===== src/rtl/flash_guard_pkg.sv =====
package flash_guard_pkg;
  typedef enum logic [2:0] {
    OP_NOP        = 3'd0,
    OP_WRITE      = 3'd1,
    OP_ERASE      = 3'd2,
    OP_LOCK       = 3'd3,
    OP_UNLOCK     = 3'd4,
    OP_SECURE     = 3'd5,
    OP_CHIP_ERASE = 3'd6,
    OP_EXT_READ   = 3'd7
  } fg_op_e;

  typedef enum logic [1:0] {
    CE_IDLE   = 2'd0,
    CE_VOL    = 2'd1,
    CE_FLASH  = 2'd2,
    CE_FINISH = 2'd3
  } ce_state_e;
endpackage


===== src/rtl/fg_lock_bank.sv =====
module fg_lock_bank #(
  parameter int NREG  = 16,
  parameter int REG_W = $clog2(NREG)
) (
  input  logic             clk,
  input  logic             rst_n,
  input  logic             wr_en,
  input  logic             wr_val,
  input  logic [REG_W-1:0] wr_idx,
  input  logic             clear_all,
  output logic [NREG-1:0]  locks
);
  for (genvar g = 0; g < NREG; g++) begin : g_bit
    always_ff @(posedge clk or negedge rst_n) begin
      if (!rst_n)
        locks[g] <= 1'b0;
      else if (clear_all)
        locks[g] <= 1'b0;
      else if (wr_en && (wr_idx == REG_W'(g)))
        locks[g] <= wr_val;
    end
  end
endmodule


===== src/rtl/fg_access_check.sv =====
module fg_access_check
  import flash_guard_pkg::*;
#(
  parameter int PAGE_W = 9,
  parameter int NREG   = 16,
  parameter int REG_W  = $clog2(NREG)
) (
  input  fg_op_e            op,
  input  logic [PAGE_W-1:0] page,
  input  logic [NREG-1:0]   locks,
  input  logic              secure,
  input  logic              boot_prot,
  input  logic [PAGE_W-1:0] boot_pages,
  output logic [REG_W-1:0]  region,
  output logic              grant,
  output logic              violation
);
  logic region_locked;
  logic boot_hit;

  assign region        = page[PAGE_W-1 -: REG_W];
  assign region_locked = locks[region];
  assign boot_hit      = boot_prot && (page < boot_pages);

  always_comb begin
    violation = 1'b0;
    grant     = !secure;
    unique case (op)
      OP_WRITE, OP_ERASE: begin
        violation = region_locked || boot_hit;
        grant     = !violation && !secure;
      end
      OP_CHIP_ERASE: grant = 1'b1;
      default: grant = !secure;
    endcase
  end
endmodule


===== src/rtl/fg_erase_seq.sv =====
module fg_erase_seq
  import flash_guard_pkg::*;
(
  input  logic clk,
  input  logic rst_n,
  input  logic start,
  input  logic vol_done,
  input  logic flash_done,
  output logic vol_req,
  output logic flash_req,
  output logic busy,
  output logic wipe
);
  ce_state_e st_q, st_d;

  always_comb begin
    st_d = st_q;
    unique case (st_q)
      CE_IDLE:   if (start) st_d = CE_VOL;
      CE_VOL:    if (vol_done) st_d = CE_FLASH;
      CE_FLASH:  if (flash_done) st_d = CE_FINISH;
      CE_FINISH: st_d = CE_IDLE;
      default:   st_d = CE_IDLE;
    endcase
  end

  always_ff @(posedge clk or negedge rst_n) begin
    if (!rst_n) st_q <= CE_IDLE;
    else        st_q <= st_d;
  end

  assign vol_req   = (st_q == CE_VOL);
  assign flash_req = (st_q == CE_FLASH);
  assign busy      = (st_q != CE_IDLE);
  assign wipe      = (st_q == CE_FINISH);
endmodule


===== src/rtl/flash_guard.sv =====
module flash_guard
  import flash_guard_pkg::*;
#(
  parameter int PAGE_W = 9,
  parameter int NREG   = 16,
  localparam int REG_W = $clog2(NREG)
) (
  input  logic              clk,
  input  logic              rst_n,
  input  logic              cmd_valid,
  output logic              cmd_ready,
  input  logic [2:0]        cmd_op,
  input  logic [PAGE_W-1:0] cmd_page,
  output logic              rsp_valid,
  output logic              rsp_grant,
  input  logic              cfg_boot_prot,
  input  logic [PAGE_W-1:0] cfg_boot_pages,
  input  logic              err_clr,
  output logic              lock_err,
  output logic [NREG-1:0]   lock_map,
  output logic              sec_active,
  input  logic              vol_done,
  input  logic              flash_done,
  output logic              vol_erase_req,
  output logic              flash_erase_req,
  output logic              ce_busy
);
  fg_op_e           op;
  logic             accept;
  logic             grant;
  logic             violation;
  logic [REG_W-1:0] region;
  logic             wipe;
  logic             lock_wr;
  logic             rsp_v_q, rsp_g_q, err_q, sec_q;

  assign op        = fg_op_e'(cmd_op);
  assign cmd_ready = !ce_busy;
  assign accept    = cmd_valid && cmd_ready;
  assign lock_wr   = accept && grant && (op == OP_LOCK || op == OP_UNLOCK);

  fg_access_check #(.PAGE_W(PAGE_W), .NREG(NREG)) u_check (
    .op(op), .page(cmd_page), .locks(lock_map), .secure(sec_q),
    .boot_prot(cfg_boot_prot), .boot_pages(cfg_boot_pages),
    .region(region), .grant(grant), .violation(violation)
  );

  fg_lock_bank #(.NREG(NREG)) u_locks (
    .clk(clk), .rst_n(rst_n), .wr_en(lock_wr), .wr_val(op == OP_LOCK),
    .wr_idx(region), .clear_all(wipe), .locks(lock_map)
  );

  fg_erase_seq u_seq (
    .clk(clk), .rst_n(rst_n), .start(accept && op == OP_CHIP_ERASE),
    .vol_done(vol_done), .flash_done(flash_done),
    .vol_req(vol_erase_req), .flash_req(flash_erase_req),
    .busy(ce_busy), .wipe(wipe)
  );

  always_ff @(posedge clk or negedge rst_n) begin
    if (!rst_n) begin
      rsp_v_q <= 1'b0;
      rsp_g_q <= 1'b0;
      err_q   <= 1'b0;
      sec_q   <= 1'b0;
    end else begin
      rsp_v_q <= accept;
      if (accept) rsp_g_q <= grant;
      if (accept && violation)  err_q <= 1'b1;
      else if (err_clr)         err_q <= 1'b0;
      if (wipe)                                       sec_q <= 1'b0;
      else if (accept && grant && op == OP_SECURE)   sec_q <= 1'b1;
    end
  end

  assign rsp_valid  = rsp_v_q;
  assign rsp_grant  = rsp_g_q;
  assign lock_err   = err_q;
  assign sec_active = sec_q;
endmodule


===== config.mk =====
export PLATFORM = sky130hd
export DESIGN_NAME = flash_guard
export DESIGN_NICKNAME = d
export VERILOG_FILES = /design/src/rtl/flash_guard_pkg.sv /design/src/rtl/fg_lock_bank.sv /design/src/rtl/fg_access_check.sv /design/src/rtl/fg_erase_seq.sv /design/src/rtl/flash_guard.sv
export SDC_FILE = /design/constraint.sdc
export NUM_CORES = 1
export LEC_CHECK = 0
export ABC_AREA = 1
export CORE_ASPECT_RATIO = 1.1
export CORE_MARGIN = 2
export CORE_UTILIZATION = 30
export CTS_CLUSTER_DIAMETER = 40
export DETAILED_ROUTE_END_ITERATION = 7
export DONT_BUFFER_PORTS = 1
export PLACE_DENSITY = 0.54
export SKIP_LAST_GASP = 1
export SLEW_MARGIN = 15
export SYNTH_ARGS = -nofsm -noshare
export SYNTH_HDL_FRONTEND = slang
export SYNTH_SLANG_ARGS = --single-unit

===== constraint.sdc =====
create_clock -name clk -period 1.6 [get_ports clk]
set_clock_uncertainty 0.05 [all_clocks]
set_input_delay 0.16 -clock clk [delete_from_list [all_inputs] [get_ports clk]]
set_output_delay 0.16 -clock clk [all_outputs]
set_load 0.1 [all_outputs]

==> metrics.csv, run 1 <==
stage,metric,value,unit
finish,final_core_util,0.446,
yosys,async_flop_share,1.00,
job,drv_cap,0,
sta,min_period,1790,ps
finish,drive_gt1_frac,0.320,
floorplanning,ios,52,
yosys,syn_inst,279,
yosys,synth_area_per_cell,6.35,µm²
drt,viasPerCell,4.75,
clock_network,clock_latency,270,ps
clock_network,cts-root-buf,clkbuf_8,
worst_setup_path,start_kind,register,
sta,slew-limit-headroom,0.763,
worst_setup_path,critPathMaxFanout,6,
power,leakagePower,1.40,nW
floorplanning,die_area,0.00654,mm²
worst_setup_path,crit_required,1720,ps
outcome,status,"complete, but fails checks",
drt,drtPass1Iterations,4,
power,ir_drop,1.99,mV
floorplanning,num_rows,29,
yosys,synth_area,0.00177,mm²
clock_network,htreeDepth,1,
clock_network,cts_tree,yes,
drt,vias,1911,
drt,wl_per_cell,13.2,µm
yosys,syn_nets,319,
sta,hold_violations,0,
yosys,yosysWarnings,0,
drt,drc,0,
sta,setup_slack,-189,ps
worst_setup_path,startpoint,u_locks.locks[13],
worst_hold_path,hp-class,primary input to register,
clock_network,clock_sinks,22,
floorplanning,core_region_area,0.00573,mm²
sta,worst_pin_slew,355,ps
worst_setup_path,crit_path_end_kind,register,
clock_network,cts-buffers-inserted,3,
power,p_per_area,1190,mW/mm²
outcome,violations,negative setup slack,
worst_setup_path,r2r-start,u_locks.locks[13],
floorplanning,die_w,77.3,µm
drt,drt-initial-drc-count,89,
finish,layout_commonest_cell,nand2_1,
sta,period_share,1.12,
clock_network,clk_path_buf_depth,2,
global_route,grt_start_max_net_pins,33,
sta,setup_viol,21,
worst_setup_path,cp_data_arrival_time,1910,ps
sta,slew_viol_final,0,
worst_setup_path,crit_end,u_locks.locks[15],
worst_setup_path,rr_worst_depth,14,
clock_network,clk_pin_slew_worst_paths,90,ps
finish,final_cell_mix,"nand2_1 (102), inv_1 (39), buf_4 (39)",
finish,final_nets,366,
global_route,track_usage,0.165,
finish,area_growth,44.2,%
place,dp_worst_setup_slack,-324,ps
sta,clock.fmax,0.559,GHz
worst_setup_path,r2r_setup_slack,-190,ps
yosys,synth_edf_count,0,
drt,ant_nets,0,
global_route,grt_pass1_vias,1881,
global_route,grt_pass1_wl,8720,µm
drt,drt_wl_total,5300,µm
yosys,synth_ff_type,dfrtp_1,
worst_setup_path,crit_type,register to register,
place,place_congestion,0.839,
global_route,overflow,0,
global_route,antenna_found_initial,0,
place,numPortBuffers,0,
floorplanning,die_h,84.6,µm
worst_setup_path,worstReg2RegEnd,u_locks.locks[15],
floorplanning,start_util,0.309,
sta,rsz0062_at_grt,yes,
yosys,seq_area_frac_synth,0.311,
yosys,synth_cell_types,20,
yosys,ys_ff_latch,22,
place,place_hpwl,3510,µm
finish,antennaDiodeCount,0,
==> timing repair <==
item | CTS | global route
pin swaps | 6 | 16
gates cloned | 4 | 0
buffers inserted | 3 | 5
hold endpoints to repair | 23 | 0
endpoints found under the setup margin | 20 | 22
resized for setup | 14 | 19
hold buffers | 3 | 0
==> final cells by class <==
cell class | instances | area (µm²)
Fill cell | 619 | 3180
Inverter | 46 | 178
Sequential cell | 22 | 612
Clock buffer | 4 | 45.0
Tap cell | 77 | 96.3
Multi-Input combinational cell | 206 | 1200
Timing Repair Buffer | 47 | 424
==> sequential cells by signal (all words and copies together), names as in the netlist <==
register and cells:
u_locks.locks 16, rsp_grant 1, u_seq.st_q 2, sec_active 1, rsp_valid 1, lock_err 1
==> cell usage after synthesis (3+ instances only) <==
library cell | instances | area, µm²
nand4_1 | 19 | 119
nand2_1 | 111 | 417
clkbuf_1 | 3 | 11.3
ha_1 | 12 | 150
nor3_1 | 3 | 15.0
nand3_1 | 16 | 80.1
buf_6 | 4 | 45.0
nand3_2 | 3 | 30.0
inv_1 | 43 | 161
dfrtp_1 | 22 | 551
nor2_1 | 26 | 97.6
a21oi_1 | 6 | 30.0
==> power by group <==
group / switching, mW / leakage, nW / total, mW / internal [mW]
Clock: 0.203 / 0.0228 / 0.382 / 0.178
Sequential: 0.0381 / 0.265 / 0.674 / 0.636
Combinational: 1.36 / 1.11 / 1.98 / 0.623
==> worst max-delay path, stage by stage, from the launching register on <==
cell,delay (ps)
dfrtp_4,480
nand2_1,70
nand2_1,80
nand2_1,60
nand2_1,40
nand2_1,50
nand2_1,40
nor2_1,110
nand2_1,100
nand2_2,130
nand2_8,140
nand2_8,130
nand4_1,90
nand2_1,80
inv_1,40
==> cells by family after synthesis <==
logic type	after synthesis	synth area share
compound gates	9	0.0282
fa+ha+maj	12	0.0847
buf+inv	55	0.135
flops	22	0.311
simple gates	181	0.441
==> how the worst min path moves through the flow <==
stage               depth (start not counted)             to       from  slack, ps
detailed placement                          0  u_seq.st_q[0]      rst_n       -180
floorplan                                   0       lock_err      rst_n       -190
CTS                                         3      rsp_valid  cmd_valid         40
finish                                      3     sec_active  cmd_op[1]         80
global route                                3     sec_active  cmd_op[1]        110
global placement                            0  u_seq.st_q[1]      rst_n       -180
==> per-layer routing <==
layer | track usage | wire length, µm | vias to the layer above
li1 | - | - | 970
met1 | 0.211 | 2290 | 884
met2 | 0.278 | 2610 | 48
met3 | 0.0312 | 305 | 9
met4 | 0.0552 | 96 | 0
met5 | 0 | 0 | -
==> stage by stage <==
| stage | instance area [µm²] | power [mW] | std cells | setup TNS (ps) | hold WS [ps] |
|---|---|---|---|---|---|
| after floorplan | 1870 | 1.97 | 279 | -2750 | -186 |
| after detailed placement | 2220 | 2.36 | 384 | -5130 | -185 |
| after global routing | 2550 | 3.20 | 402 | -5820 | 109 |
| after CTS | 2430 | 2.91 | 397 | -2510 | 40.9 |
| final | 2550 | 3.04 | 402 | -2970 | 79.2 |
| after global placement | 2220 | 2.35 | 384 | -4350 | -185 |
(Power assumes the default switching activity.)
==> run 2, diff against run 1 <==
--- a/config.mk
+++ b/config.mk
@@ -7,12 +7,11 @@
 export LEC_CHECK = 0
 export ABC_AREA = 1
 export CORE_ASPECT_RATIO = 1.1
-export CORE_MARGIN = 2
 export CORE_UTILIZATION = 30
 export CTS_CLUSTER_DIAMETER = 40
 export DETAILED_ROUTE_END_ITERATION = 7
 export DONT_BUFFER_PORTS = 1
-export PLACE_DENSITY = 0.54
+export PLACE_DENSITY = 0.53
 export SKIP_LAST_GASP = 1
 export SLEW_MARGIN = 15
 export SYNTH_ARGS = -nofsm -noshare
==> constraint.sdc (replaced) <==
create_clock -name clk -period 2.2 [get_ports clk]
set_clock_uncertainty 0.05 [all_clocks]
set_input_delay 0.22 -clock clk [delete_from_list [all_inputs] [get_ports clk]]
set_output_delay 0.22 -clock clk [all_outputs]
set_load 0.1 [all_outputs]
==> run 2 against run 1 <==
Compared with the run above: the flow now finishes without violations; clock power grew 2%; die area decreased by 4.9%; global-route usage decreased by 1.5 points; utilization decreased by 7.9 points; count of clock-buffer cells in the layout down 1; critical path type unchanged; largest cell class unchanged.
==> metrics.csv, run 2 (synthesis results as in run 1) <==
stage,metric,value,unit,change
power,p_per_area,909,mW/mm²,was 1190 mW/mm²
sta,min_period,1860,ps,was 1790 ps
finish,area_growth,18.5,%,was 44.2%
clock_network,cts_tree,yes,,unchanged
global_route,overflow,0,,unchanged
floorplanning,ios,52,,unchanged
clock_network,htreeDepth,1,,unchanged
sta,hold_violations,0,,unchanged
clock_network,clock_latency,270,ps,about the same
finish,top_regs,"u_locks.locks: 16 flops, u_seq.st_q: 2 flops",,unchanged
drt,wirelength_met1,1960,µm,was 2290 µm
outcome,status,completed,,"was complete, but fails checks"
floorplanning,die_w,75.3,µm,was 77.3 µm
drt,dr_wl_met2,2110,µm,was 2610 µm
sta,finalSetupTns,0,ps,was -2970 ps
power,leakagePower,1.28,nW,was 1.40 nW
drt,drc,0,,unchanged
clock_network,cts-buffers-inserted,3,,unchanged
place,dp_worst_setup_slack,293,ps,was -324 ps
finish,fillers,673,,was 619
clock_network,ctsResizeCount,0,,was 14
drt,viasPerCell,4.57,,was 4.75
sta,rsz0062_at_grt,no,,was yes
global_route,grt_pass1_wl,7200,µm,was 8720 µm
sta,worst_pin_slew,622,ps,was 355 ps
finish,largest_register_ffs,16,,unchanged
sta,setup_slack,342,ps,was -189 ps
global_route,grt_start_max_net_pins,34,,was 33
finish,antennaDiodeCount,0,,unchanged
job,drv_cap,0,,unchanged
floorplanning,core_region_area,0.00573,mm²,unchanged
sta,slew-limit-headroom,0.584,,was 0.763
drt,dr.max_layer_used,met4,,unchanged
sta,period_share,0.844,,was 1.12
power,ir_drop,0.579,mV,was 1.99 mV
drt,wl_per_cell,11.6,µm,was 13.2 µm
global_route,antenna_found_initial,0,,unchanged
clock_network,postCtsSetupBuffers,0,,was 3
worst_setup_path,cp_data_arrival_time,1970,ps,was 1910 ps
clock_network,clk_pin_slew_worst_paths,90,ps,about the same
finish,layout_commonest_cell,nand2_1,,unchanged
floorplanning,start_util,0.309,,unchanged
clock_network,cts-root-buf,clkbuf_8,,unchanged
place,numPortBuffers,0,,unchanged
clock_network,clock_sinks,22,,unchanged
place,place_congestion,0.834,,was 0.839
clock_network,clk_path_buf_depth,2,,unchanged
drt,vias,1738,,"was 1,911"
sta,setup_viol,0,,was 21
drt,ant_nets,0,,unchanged
drt,dr_wl_met3,258,µm,was 305 µm
finish,final_core_util,0.366,,was 0.446
worst_setup_path,critPathMaxFanout,33,,was 6
finish,final_nets,344,,was 366
finish,final_cell_mix,"nand2_1 (111), inv_1 (43), nor2_1 (26), buf_4 (26), dfrtp_1 (22)",,"was nand2_1 (102), inv_1 (39), buf_4 (39)"
worst_setup_path,start_kind,register,,unchanged
drt,drt-initial-drc-count,43,,was 89
finish,drive_gt1_frac,0.135,,was 0.320
floorplanning,num_rows,29,,unchanged
worst_setup_path,crit_required,2320,ps,was 1720 ps
global_route,grt_pass1_vias,1676,,"was 1,881"
sta,slew_viol_final,0,,unchanged
drt,drt_wl_total,4400,µm,was 5300 µm
floorplanning,die_h,82.6,µm,was 84.6 µm
sta,clock.fmax,0.538,GHz,was 0.559 GHz
worst_setup_path,crit_type,register to register,,unchanged
worst_setup_path,crit_path_end_kind,register,,unchanged
worst_hold_path,hp-class,primary input to register,,unchanged
drt,drtPass1Iterations,4,,unchanged
finish,top_register,u_locks.locks,,unchanged
global_route,track_usage,0.150,,was 0.165
clock_network,ctsHoldBuffers,1,,was 3
floorplanning,die_area,0.00622,mm²,was 0.00654 mm²
place,place_hpwl,3370,µm,was 3510 µm
==> run 2: changes by cell type in the layout (fill, tap and decap cells not counted), sizes merged <==
cell,previous run,this run
buf,45,27
bufinv,0,1
clkbuf,4,3
nand2,118,114
==> run 2: worst paths after layout <==
check | startpoint | endpoint | slack, ps | cells past startpoint
worst max-delay path | u_seq.st_q[0] | u_locks.locks[13] | 340 | 9
worst min-delay path | cmd_valid | rsp_valid | 100 | 2
worst max register to register | u_seq.st_q[0] | u_locks.locks[13] | 340 | 9
worst min register to register | sec_active | rsp_grant | 550 | 3
max in group asynchronous | rst_n | u_locks.locks[0] | 1310 | 2
min in group asynchronous | rst_n | u_locks.locks[15] | 430 | 2
==> run 2: layer usage <==
layer,global-route usage,vias to the layer above
li1,-,921
met1,0.173,774
met2,0.274,37
met3,0.0267,6
met4,0.0574,0
met5,0,-
==> run 2: cell type report <==
class                   count  area (µm²)  area share
clock buffers               3        41.3      0.0197
clock inverters             1        30.0      0.0143
inverters                  46         173      0.0822
multi-input cells         202         988       0.471
flip-flops and latches     22         551       0.262
well taps                  77        96.3      0.0459
repair buffers             29         220       0.105
==> run 2: power breakdown <==
group	internal [mW]	switching, mW	leakage, nW
registers	0.455	0.0261	0.299
logic	0.219	0.820	0.944
clock network	0.243	0.145	0.0357
total	0.917	0.991	1.28
==> run 2: metrics by stage <==
| step | area [µm²] | power [mW] | hold slack (ps) | cells |
|---|---|---|---|---|
| 2_1_floorplan | 1770 | 1.36 | -126 | 279 |
| 3_3_place_gp | 2000 | 1.52 | -125 | 373 |
| 3_5_place_dp | 2000 | 1.53 | -125 | 373 |
| 4_1_cts | 2080 | 1.92 | 2.80 | 378 |
| 5_1_grt | 2100 | 2.01 | 125 | 380 |
| 6_report | 2100 | 1.91 | 105 | 380 |
==> run 2: critical path: stages (launching register included) <==
cell	delay, ps
dfrtp_1	410
inv_1	110
ha_2	190
nand2_1	100
inv_1	90
nand4_1	190
nand2_4	340
nand4_1	130
nand2_1	100
inv_1	40
